[config.mk]
export PLATFORM = sky130hd
export DESIGN_NAME = tickTimerUnit
export DESIGN_NICKNAME = d
export VERILOG_FILES = /design/src/rtl/tickTimerPkg.sv /design/src/rtl/tickCtrl.sv /design/src/rtl/tickTimerChannel.sv /design/src/rtl/tickDatapath.sv /design/src/rtl/tickTimerUnit.sv
export SDC_FILE = /design/constraint.sdc
export NUM_CORES = 1
export LEC_CHECK = 0
export ABC_AREA = 0
export BUFFER_PORTS_ARGS = -buffer_cell sky130_fd_sc_hd__buf_2
export CAP_MARGIN = 20
export CELL_PAD_IN_SITES_DETAIL_PLACEMENT = 0
export CELL_PAD_IN_SITES_GLOBAL_PLACEMENT = 2
export CORE_MARGIN = 2
export CORE_UTILIZATION = 32
export DETAILED_ROUTE_END_ITERATION = 10
export PLACE_DENSITY_LB_ADDON = 0.1
export SLEW_MARGIN = 5
export SYNTH_ARGS = -nofsm -noshare
export SYNTH_HDL_FRONTEND = slang
export SYNTH_SLANG_ARGS = --single-unit
[constraint.sdc]
create_clock -name clk -period 2.4 [get_ports clk]
set_input_delay 0.36 -clock clk [delete_from_list [all_inputs] [get_ports clk]]
set_output_delay 0.36 -clock clk [all_outputs]
set_load 0.02 [all_outputs]
[src/rtl/tickTimerPkg.sv]
package tickTimerPkg;
  localparam int NUM_TMR    = 2;
  localparam int ADDR_W     = 4;
  localparam int CTRL_W     = 5;

  localparam int A_PRES_RELOAD = 0;
  localparam int A_PRES_COUNT  = 1;
  localparam int A_TMR_BASE    = 2;
  localparam int TMR_STRIDE    = 3;
  localparam int OFF_RELOAD    = 0;
  localparam int OFF_COUNT     = 1;
  localparam int OFF_CTRL      = 2;
  localparam int A_WDOG_RELOAD = A_TMR_BASE + TMR_STRIDE * NUM_TMR;
  localparam int A_WDOG_COUNT  = A_WDOG_RELOAD + 1;
  localparam int A_CLK_SEL     = A_WDOG_RELOAD + 2;

  localparam int BIT_EN   = 0;
  localparam int BIT_AUTO = 1;
  localparam int BIT_LOAD = 2;
  localparam int BIT_TRIG = 3;
  localparam int BIT_IRQ  = 4;

  typedef struct packed {
    logic               tick;
    logic               presWr;
    logic [NUM_TMR-1:0] reloadWr;
    logic [NUM_TMR-1:0] ctrlWr;
    logic               wdogWr;
  } strobeT;
endpackage

[src/rtl/tickCtrl.sv]
module tickCtrl
  import tickTimerPkg::*;
#(
  parameter int PRES_W = 10
) (
  input  logic              clk,
  input  logic              rstN,
  input  logic              extClk,
  input  logic              wrEn,
  input  logic [ADDR_W-1:0] wrAddr,
  input  logic [PRES_W-1:0] wrData,
  output strobeT            strobes,
  output logic [PRES_W-1:0] presReload,
  output logic [PRES_W-1:0] presCount,
  output logic              extSel
);
  logic [2:0] extSync;
  logic       extEdge;
  logic       srcEvent;
  logic       presWr;
  logic       tick;

  // two-stage synchroniser plus one history stage for edge detection
  always_ff @(posedge clk) begin
    if (!rstN) extSync <= '0;
    else       extSync <= {extSync[1:0], extClk};
  end
  assign extEdge  = extSync[1] & ~extSync[2];
  assign srcEvent = extSel ? extEdge : 1'b1;

  assign presWr = wrEn && (wrAddr == ADDR_W'(A_PRES_RELOAD));
  assign tick   = srcEvent && (presCount == '0) && !presWr;

  always_ff @(posedge clk) begin
    if (!rstN) begin
      presReload <= '0;
      presCount  <= '0;
    end else if (presWr) begin
      presReload <= wrData;
      presCount  <= wrData;
    end else if (srcEvent) begin
      presCount <= (presCount == '0) ? presReload : presCount - PRES_W'(1);
    end
  end

  always_ff @(posedge clk) begin
    if (!rstN) extSel <= 1'b0;
    else if (wrEn && wrAddr == ADDR_W'(A_CLK_SEL)) extSel <= wrData[0];
  end

  always_comb begin
    strobes.tick   = tick;
    strobes.presWr = presWr;
    strobes.wdogWr = wrEn && (wrAddr == ADDR_W'(A_WDOG_RELOAD));
  end

  for (genvar i = 0; i < NUM_TMR; i++) begin : g_dec
    assign strobes.reloadWr[i] = wrEn &&
      (wrAddr == ADDR_W'(A_TMR_BASE + TMR_STRIDE * i + OFF_RELOAD));
    assign strobes.ctrlWr[i] = wrEn &&
      (wrAddr == ADDR_W'(A_TMR_BASE + TMR_STRIDE * i + OFF_CTRL));
  end

  // after a tick the count restarts from the reload value
  assert_pres_reload_R2: assert property (@(posedge clk) disable iff (!rstN)
    (tick && !presWr) |=> (presCount == $past(presReload)));

  // with the external source selected, no event means no count change
  assert_ext_hold_R10: assert property (@(posedge clk) disable iff (!rstN)
    (extSel && !extEdge && !presWr) |=> $stable(presCount));
endmodule

[src/rtl/tickTimerChannel.sv]
module tickTimerChannel
  import tickTimerPkg::*;
#(
  parameter int CNT_W     = 32,
  parameter int PULSE_LEN = 8
) (
  input  logic              clk,
  input  logic              rstN,
  input  logic              tick,
  input  logic              reloadWr,
  input  logic              ctrlWr,
  input  logic [CNT_W-1:0]  wrData,
  output logic [CNT_W-1:0]  reloadVal,
  output logic [CNT_W-1:0]  countVal,
  output logic [CTRL_W-1:0] ctrlVal,
  output logic              irq,
  output logic              trigOut
);
  localparam int PULSE_W = $clog2(PULSE_LEN + 1);

  logic               enable, autoRel, trigEn, irqFlag;
  logic               loadNow, underflow, fire;
  logic [PULSE_W-1:0] pulseCnt;

  assign loadNow   = ctrlWr && wrData[BIT_LOAD];
  assign underflow = tick && enable && (countVal == '0) && !loadNow;
  assign fire      = underflow && trigEn;

  always_ff @(posedge clk) begin
    if (!rstN) reloadVal <= '0;
    else if (reloadWr) reloadVal <= wrData;
  end

  always_ff @(posedge clk) begin
    if (!rstN) begin
      countVal <= '0;
    end else if (loadNow) begin
      countVal <= reloadVal;
    end else if (tick && enable) begin
      if (countVal == '0) countVal <= autoRel ? reloadVal : '0;
      else                countVal <= countVal - CNT_W'(1);
    end
  end

  always_ff @(posedge clk) begin
    if (!rstN) begin
      enable  <= 1'b0;
      autoRel <= 1'b0;
      trigEn  <= 1'b0;
    end else if (ctrlWr) begin
      enable  <= wrData[BIT_EN];
      autoRel <= wrData[BIT_AUTO];
      trigEn  <= wrData[BIT_TRIG];
    end else if (underflow && !autoRel) begin
      enable <= 1'b0;
    end
  end

  always_ff @(posedge clk) begin
    if (!rstN)                              irqFlag <= 1'b0;
    else if (underflow)                     irqFlag <= 1'b1;
    else if (ctrlWr && wrData[BIT_IRQ])     irqFlag <= 1'b0;
  end

  always_ff @(posedge clk) begin
    if (!rstN)                 pulseCnt <= '0;
    else if (fire)             pulseCnt <= PULSE_W'(PULSE_LEN);
    else if (pulseCnt != '0)   pulseCnt <= pulseCnt - PULSE_W'(1);
  end

  assign irq     = irqFlag;
  assign trigOut = (pulseCnt != '0);

  always_comb begin
    ctrlVal           = '0;
    ctrlVal[BIT_EN]   = enable;
    ctrlVal[BIT_AUTO] = autoRel;
    ctrlVal[BIT_TRIG] = trigEn;
    ctrlVal[BIT_IRQ]  = irqFlag;
  end

  // without a tick or a load the count does not move
  assert_count_hold_R3: assert property (@(posedge clk) disable iff (!rstN)
    (!tick && !loadNow) |=> $stable(countVal));

  // an underflow raises the interrupt output on the next cycle
  assert_underflow_irq_R4: assert property (@(posedge clk) disable iff (!rstN)
    (tick && enable && countVal == '0 && !loadNow) |=> irq);

  // a trigger pulse is never a single cycle
  assert_pulse_width_R6: assert property (@(posedge clk) disable iff (!rstN)
    $rose(trigOut) |=> trigOut);
endmodule

[src/rtl/tickDatapath.sv]
module tickDatapath
  import tickTimerPkg::*;
#(
  parameter int               CNT_W     = 32,
  parameter int               PULSE_LEN = 8,
  parameter logic [CNT_W-1:0] WDOG_INIT = 32'h0000_FFFF
) (
  input  logic                           clk,
  input  logic                           rstN,
  input  strobeT                         strobes,
  input  logic [CNT_W-1:0]               wrData,
  output logic [NUM_TMR-1:0][CNT_W-1:0]  tmrReload,
  output logic [NUM_TMR-1:0][CNT_W-1:0]  tmrCount,
  output logic [NUM_TMR-1:0][CTRL_W-1:0] tmrCtrl,
  output logic [NUM_TMR-1:0]             irq,
  output logic [NUM_TMR-1:0]             trigOut,
  output logic [CNT_W-1:0]               wdogReload,
  output logic [CNT_W-1:0]               wdogCount,
  output logic                           wdogN
);
  logic expired;

  for (genvar i = 0; i < NUM_TMR; i++) begin : g_tmr
    tickTimerChannel #(
      .CNT_W     (CNT_W),
      .PULSE_LEN (PULSE_LEN)
    ) u_chan (
      .clk       (clk),
      .rstN      (rstN),
      .tick      (strobes.tick),
      .reloadWr  (strobes.reloadWr[i]),
      .ctrlWr    (strobes.ctrlWr[i]),
      .wrData    (wrData),
      .reloadVal (tmrReload[i]),
      .countVal  (tmrCount[i]),
      .ctrlVal   (tmrCtrl[i]),
      .irq       (irq[i]),
      .trigOut   (trigOut[i])
    );
  end

  always_ff @(posedge clk) begin
    if (!rstN) begin
      wdogReload <= WDOG_INIT;
      wdogCount  <= WDOG_INIT;
      expired    <= 1'b0;
    end else if (strobes.wdogWr) begin
      wdogReload <= wrData;
      wdogCount  <= wrData;
      expired    <= 1'b0;
    end else if (strobes.tick && !expired) begin
      if (wdogCount == '0) expired   <= 1'b1;
      else                 wdogCount <= wdogCount - CNT_W'(1);
    end
  end

  assign wdogN = !expired;

  // once low, the watchdog output stays low until a restart
  assert_wdog_sticky_R8: assert property (@(posedge clk) disable iff (!rstN)
    (!wdogN && !strobes.wdogWr) |=> !wdogN);

  // a restart always releases the watchdog output
  assert_wdog_restart_R9: assert property (@(posedge clk) disable iff (!rstN)
    strobes.wdogWr |=> wdogN);
endmodule

[src/rtl/tickTimerUnit.sv]
module tickTimerUnit
  import tickTimerPkg::*;
#(
  parameter int               PRES_W    = 10,
  parameter int               CNT_W     = 32,
  parameter int               PULSE_LEN = 8,
  parameter logic [CNT_W-1:0] WDOG_INIT = 32'h0000_FFFF
) (
  input  logic              clk,
  input  logic              rstN,
  input  logic              extClk,
  input  logic              wrEn,
  input  logic [ADDR_W-1:0] wrAddr,
  input  logic [CNT_W-1:0]  wrData,
  input  logic [ADDR_W-1:0] rdAddr,
  output logic [CNT_W-1:0]  rdData,
  output logic [NUM_TMR-1:0] irq,
  output logic [NUM_TMR-1:0] trigOut,
  output logic              wdogN
);
  strobeT                         strobes;
  logic [PRES_W-1:0]              presReload, presCount;
  logic                           extSel;
  logic [NUM_TMR-1:0][CNT_W-1:0]  tmrReload, tmrCount;
  logic [NUM_TMR-1:0][CTRL_W-1:0] tmrCtrl;
  logic [CNT_W-1:0]               wdogReload, wdogCount;

  tickCtrl #(.PRES_W(PRES_W)) u_ctrl (
    .clk        (clk),
    .rstN       (rstN),
    .extClk     (extClk),
    .wrEn       (wrEn),
    .wrAddr     (wrAddr),
    .wrData     (wrData[PRES_W-1:0]),
    .strobes    (strobes),
    .presReload (presReload),
    .presCount  (presCount),
    .extSel     (extSel)
  );

  tickDatapath #(
    .CNT_W     (CNT_W),
    .PULSE_LEN (PULSE_LEN),
    .WDOG_INIT (WDOG_INIT)
  ) u_dp (
    .clk        (clk),
    .rstN       (rstN),
    .strobes    (strobes),
    .wrData     (wrData),
    .tmrReload  (tmrReload),
    .tmrCount   (tmrCount),
    .tmrCtrl    (tmrCtrl),
    .irq        (irq),
    .trigOut    (trigOut),
    .wdogReload (wdogReload),
    .wdogCount  (wdogCount),
    .wdogN      (wdogN)
  );

  always_comb begin
    rdData = '0;
    if (rdAddr == ADDR_W'(A_PRES_RELOAD)) rdData = CNT_W'(presReload);
    if (rdAddr == ADDR_W'(A_PRES_COUNT))  rdData = CNT_W'(presCount);
    if (rdAddr == ADDR_W'(A_WDOG_RELOAD)) rdData = wdogReload;
    if (rdAddr == ADDR_W'(A_WDOG_COUNT))  rdData = wdogCount;
    if (rdAddr == ADDR_W'(A_CLK_SEL))     rdData = CNT_W'(extSel);
    for (int i = 0; i < NUM_TMR; i++) begin
      if (rdAddr == ADDR_W'(A_TMR_BASE + TMR_STRIDE * i + OFF_RELOAD)) rdData = tmrReload[i];
      if (rdAddr == ADDR_W'(A_TMR_BASE + TMR_STRIDE * i + OFF_COUNT))  rdData = tmrCount[i];
      if (rdAddr == ADDR_W'(A_TMR_BASE + TMR_STRIDE * i + OFF_CTRL))   rdData = CNT_W'(tmrCtrl[i]);
    end
  end
endmodule

==> summary.txt <==
run status = finished with violations
failing checks = negative setup slack
fin cells = 2583
number of fill cells = 4074
crit end category = output pin
First-pass DRT Iterations = 9
via count = 14.95k
cells on worst reg2reg path = 6
global-route wire length before repair = 91550 µm
WHS Path Cells = 3
final hold viol count = 0
post-route ant nets = 0
clock sink count = 233
Async S/R FF share, synth = 0%
Initial Utilization = 32.54%
post-synthesis sequential area ratio = 35.91%
DPL Wire Length = 45910 µm
clock root buffer master = clkbuf_16
Hold Path Class = in -> reg
Critical Path Fanout Max = 2
fin nets = 2095
num ports = 81
synthesized cell area = 12990 µm²
hold worst-path end = u_dp.wdogReload[26]
FF/Latch Area = 4681 µm²
Worst R2R Start = u_dp.wdogCount[11]
Core Footprint = 39910 µm²
DRC Markers = 0
Routed wire per std cell = 24.07 µm
share of post-route cells with drive strength above 1 = 28.13%
Reg clk slew, reported paths = 0.06 ns
Hold Startpoint = wrData[26]
setup slack, reg-to-reg = 0.01 ns
antenna violations before repair = 1
setup slack at placement = -0.3395 ns
relative slew slack = 64.20%
placed cell count = 2504
number of global-route vias before repair = 14.04k
synthesized net count = 1806
gr usage total = 28.87%
clock skew = 0.01505 ns
Synth Flop Type = dfxtp_1
Crit path arrival time = 2.17 ns
gpl congestion = 0.9361
CTS tree = yes
setup_tns = -0.2341 ns
port bufs = 80
GRT overflow = 0
synthesized flop and latch total = 233
Yosys Warn Count = 0
Final setup violation count = 7
worst skew pair latency = 0.57 ns
number of distinct library cells after synthesis = 74
Worst-Margin Slew = 0.5355 ns
multi-input logic area = 8239 µm²
Crit Path Category = reg -> out
Post-Route WL = 62180 µm
Longest Clk Path Bufs = 3
cts bufs inserted = 29
vias per cell = 5.789
Leak = 7.086 nW
Die Area = 42220 µm²
RR Endpoint = u_dp.wdogCount[21]
Max-cap violations = 0
Post-Synthesis Cells = 1750
total number of H-tree levels = 1
Worst Setup Start Kind = flop
power per cell area = 695.3 nW/µm²
1st-iter DRT viols = 1420
maximum vdd ir drop = 0.5293 mV
Final Power = 12.50 mW
Final Critical Period = 2.525 ns
largest net degree at the start of global routing = 80
Final period util = 105.2%
die width = 205.5 µm
RSZ-0062 raised after global routing = true
Die H = 205.5 µm
Critical Path RT = 2.04 ns
Area Overhead vs Synth = 38.38%
hold slack final = 0.1086 ns
number of enable flip-flop cells after synthesis = 0
row cnt = 73
achievable frequency = 0.3960 GHz
diodes inserted = 0
pins over their slew limit = 0
Final WS setup = -0.1253 ns
synthesized area per cell = 7.422 µm²
-- sequential cells by signal, summed over array words and instances, names as in the netlist --
signal,count
u_ctrl.presCount,10
u_dp.expired,1
u_ctrl.presReload,10
u_ctrl.extSel,1
u_dp.g_tmr.u_chan.enable,2
u_dp.g_tmr.u_chan.countVal,64
u_dp.g_tmr.u_chan.pulseCnt,8
u_dp.g_tmr.u_chan.irq,2
u_ctrl.extSync,3
u_dp.wdogReload,32
u_dp.g_tmr.u_chan.trigEn,2
u_dp.g_tmr.u_chan.reloadVal,64
u_dp.wdogCount,32
u_dp.g_tmr.u_chan.autoRel,2
-- metal layers --
layer | track usage [%] | wire length (µm) | vias up
met3 | 7.491 | 5741 | 97
met2 | 42.41 | 26290 | 601
met1 | 41.22 | 28340 | 7179
met5 | 0 | 0 | -
li1 | - | - | 7076
met4 | 8.376 | 1804 | 0
-- layout by cell type, fill, tap and decap left out, drive strengths merged, types with 20 or more instances in the layout --
master  instances
o211ai         22
nor4           44
clkbuf         42
nand2b         20
a22oi          39
nand4          35
nor3           55
a21oi         173
or4            21
a222oi         22
nand2         312
buf           396
dfxtp         233
inv            32
nand3          62
nor2          102
o21ai         132
-- area by class of cell --
| type | instances | share of cell area [%] |
|---|---|---|
| clock inverters | 9 | 0.4038 |
| repair buffers | 401 | 18.48 |
| clock buffers | 41 | 4.901 |
| well taps | 525 | 3.655 |
| multi-input cells | 1342 | 45.84 |
| inverters | 32 | 0.6822 |
| flip-flops and latches | 233 | 26.04 |
-- how the worst max path moves through the flow --
stage / from / to / cells past startpoint
CTS: u_dp.g_tmr[0].u_chan.countVal[1] / rdData[1] / 9
global placement: rdAddr[2] / rdData[10] / 9
detailed placement: rdAddr[0] / rdData[9] / 11
finish: u_dp.g_tmr[0].u_chan.countVal[1] / rdData[1] / 9
global route: u_dp.g_tmr[0].u_chan.countVal[1] / rdData[1] / 9
floorplan: u_dp.wdogCount[11] / u_dp.wdogCount[21] / 8
-- metrics by stage --
stage	instance area [µm²]	utilization [%]
global route	17970	45.03
global placement	15960	40.00
CTS	17620	44.13
detailed placement	15970	40.01
floorplan	13090	-
finish	17970	45.03
-- logic make-up after synthesis --
group           share of synthesized area, %
fa+ha+maj                              1.156
compound gates                         27.48
buf+inv                                5.289
flops                                  35.91
mux                                   0.8766
simple gates                           27.60
xor+xnor                               1.686
-- synth_stat cells, types with 13 or more instances --
cell | n | area, µm²
nor2_1 | 102 | 382.9
dfxtp_1 | 233 | 4664
nor4_1 | 42 | 262.8
a31oi_1 | 19 | 118.9
a222oi_1 | 22 | 220.2
o21ai_0 | 130 | 650.6
or4_1 | 21 | 157.7
nand3_1 | 62 | 310.3
clkbuf_1 | 119 | 446.7
o211ai_1 | 22 | 165.2
and3_1 | 13 | 81.33
xor2_1 | 14 | 122.6
or3_1 | 14 | 87.58
nor3_1 | 54 | 270.3
a21oi_1 | 173 | 865.8
a22oi_1 | 39 | 292.8
nand2_1 | 312 | 1171
nand2b_1 | 20 | 125.1
inv_1 | 32 | 120.1
nand4_1 | 35 | 219.0
-- what timing repair did --
item                       in CTS  in global routing
hold buffers                    1                  0
pin swaps                      30                 26
setup buffers                  17                 11
setup endpoints to repair      59                 78
gates cloned                    5                  1
resized for setup             108                 70
hold endpoints to repair        1                  0
-- where the power goes --
group          internal (mW)  switching, mW  total, mW
Combinational           1.66           2.17       3.83
Clock                   2.63           1.83       4.45
Sequential              4.06          0.151       4.21
-- critical path, cell delays in order, from the launching register on --
cell,delay (ns)
dfxtp_2,0.32
buf_6,0.11
mux2_4,0.25
a22oi_2,0.12
nor2_1,0.07
a221oi_2,0.20
buf_4,0.17
a21oi_4,0.04
a2bb2oi_4,0.16
buf_6,0.14
No activity file was read; power rests on OpenSTA's default activity.
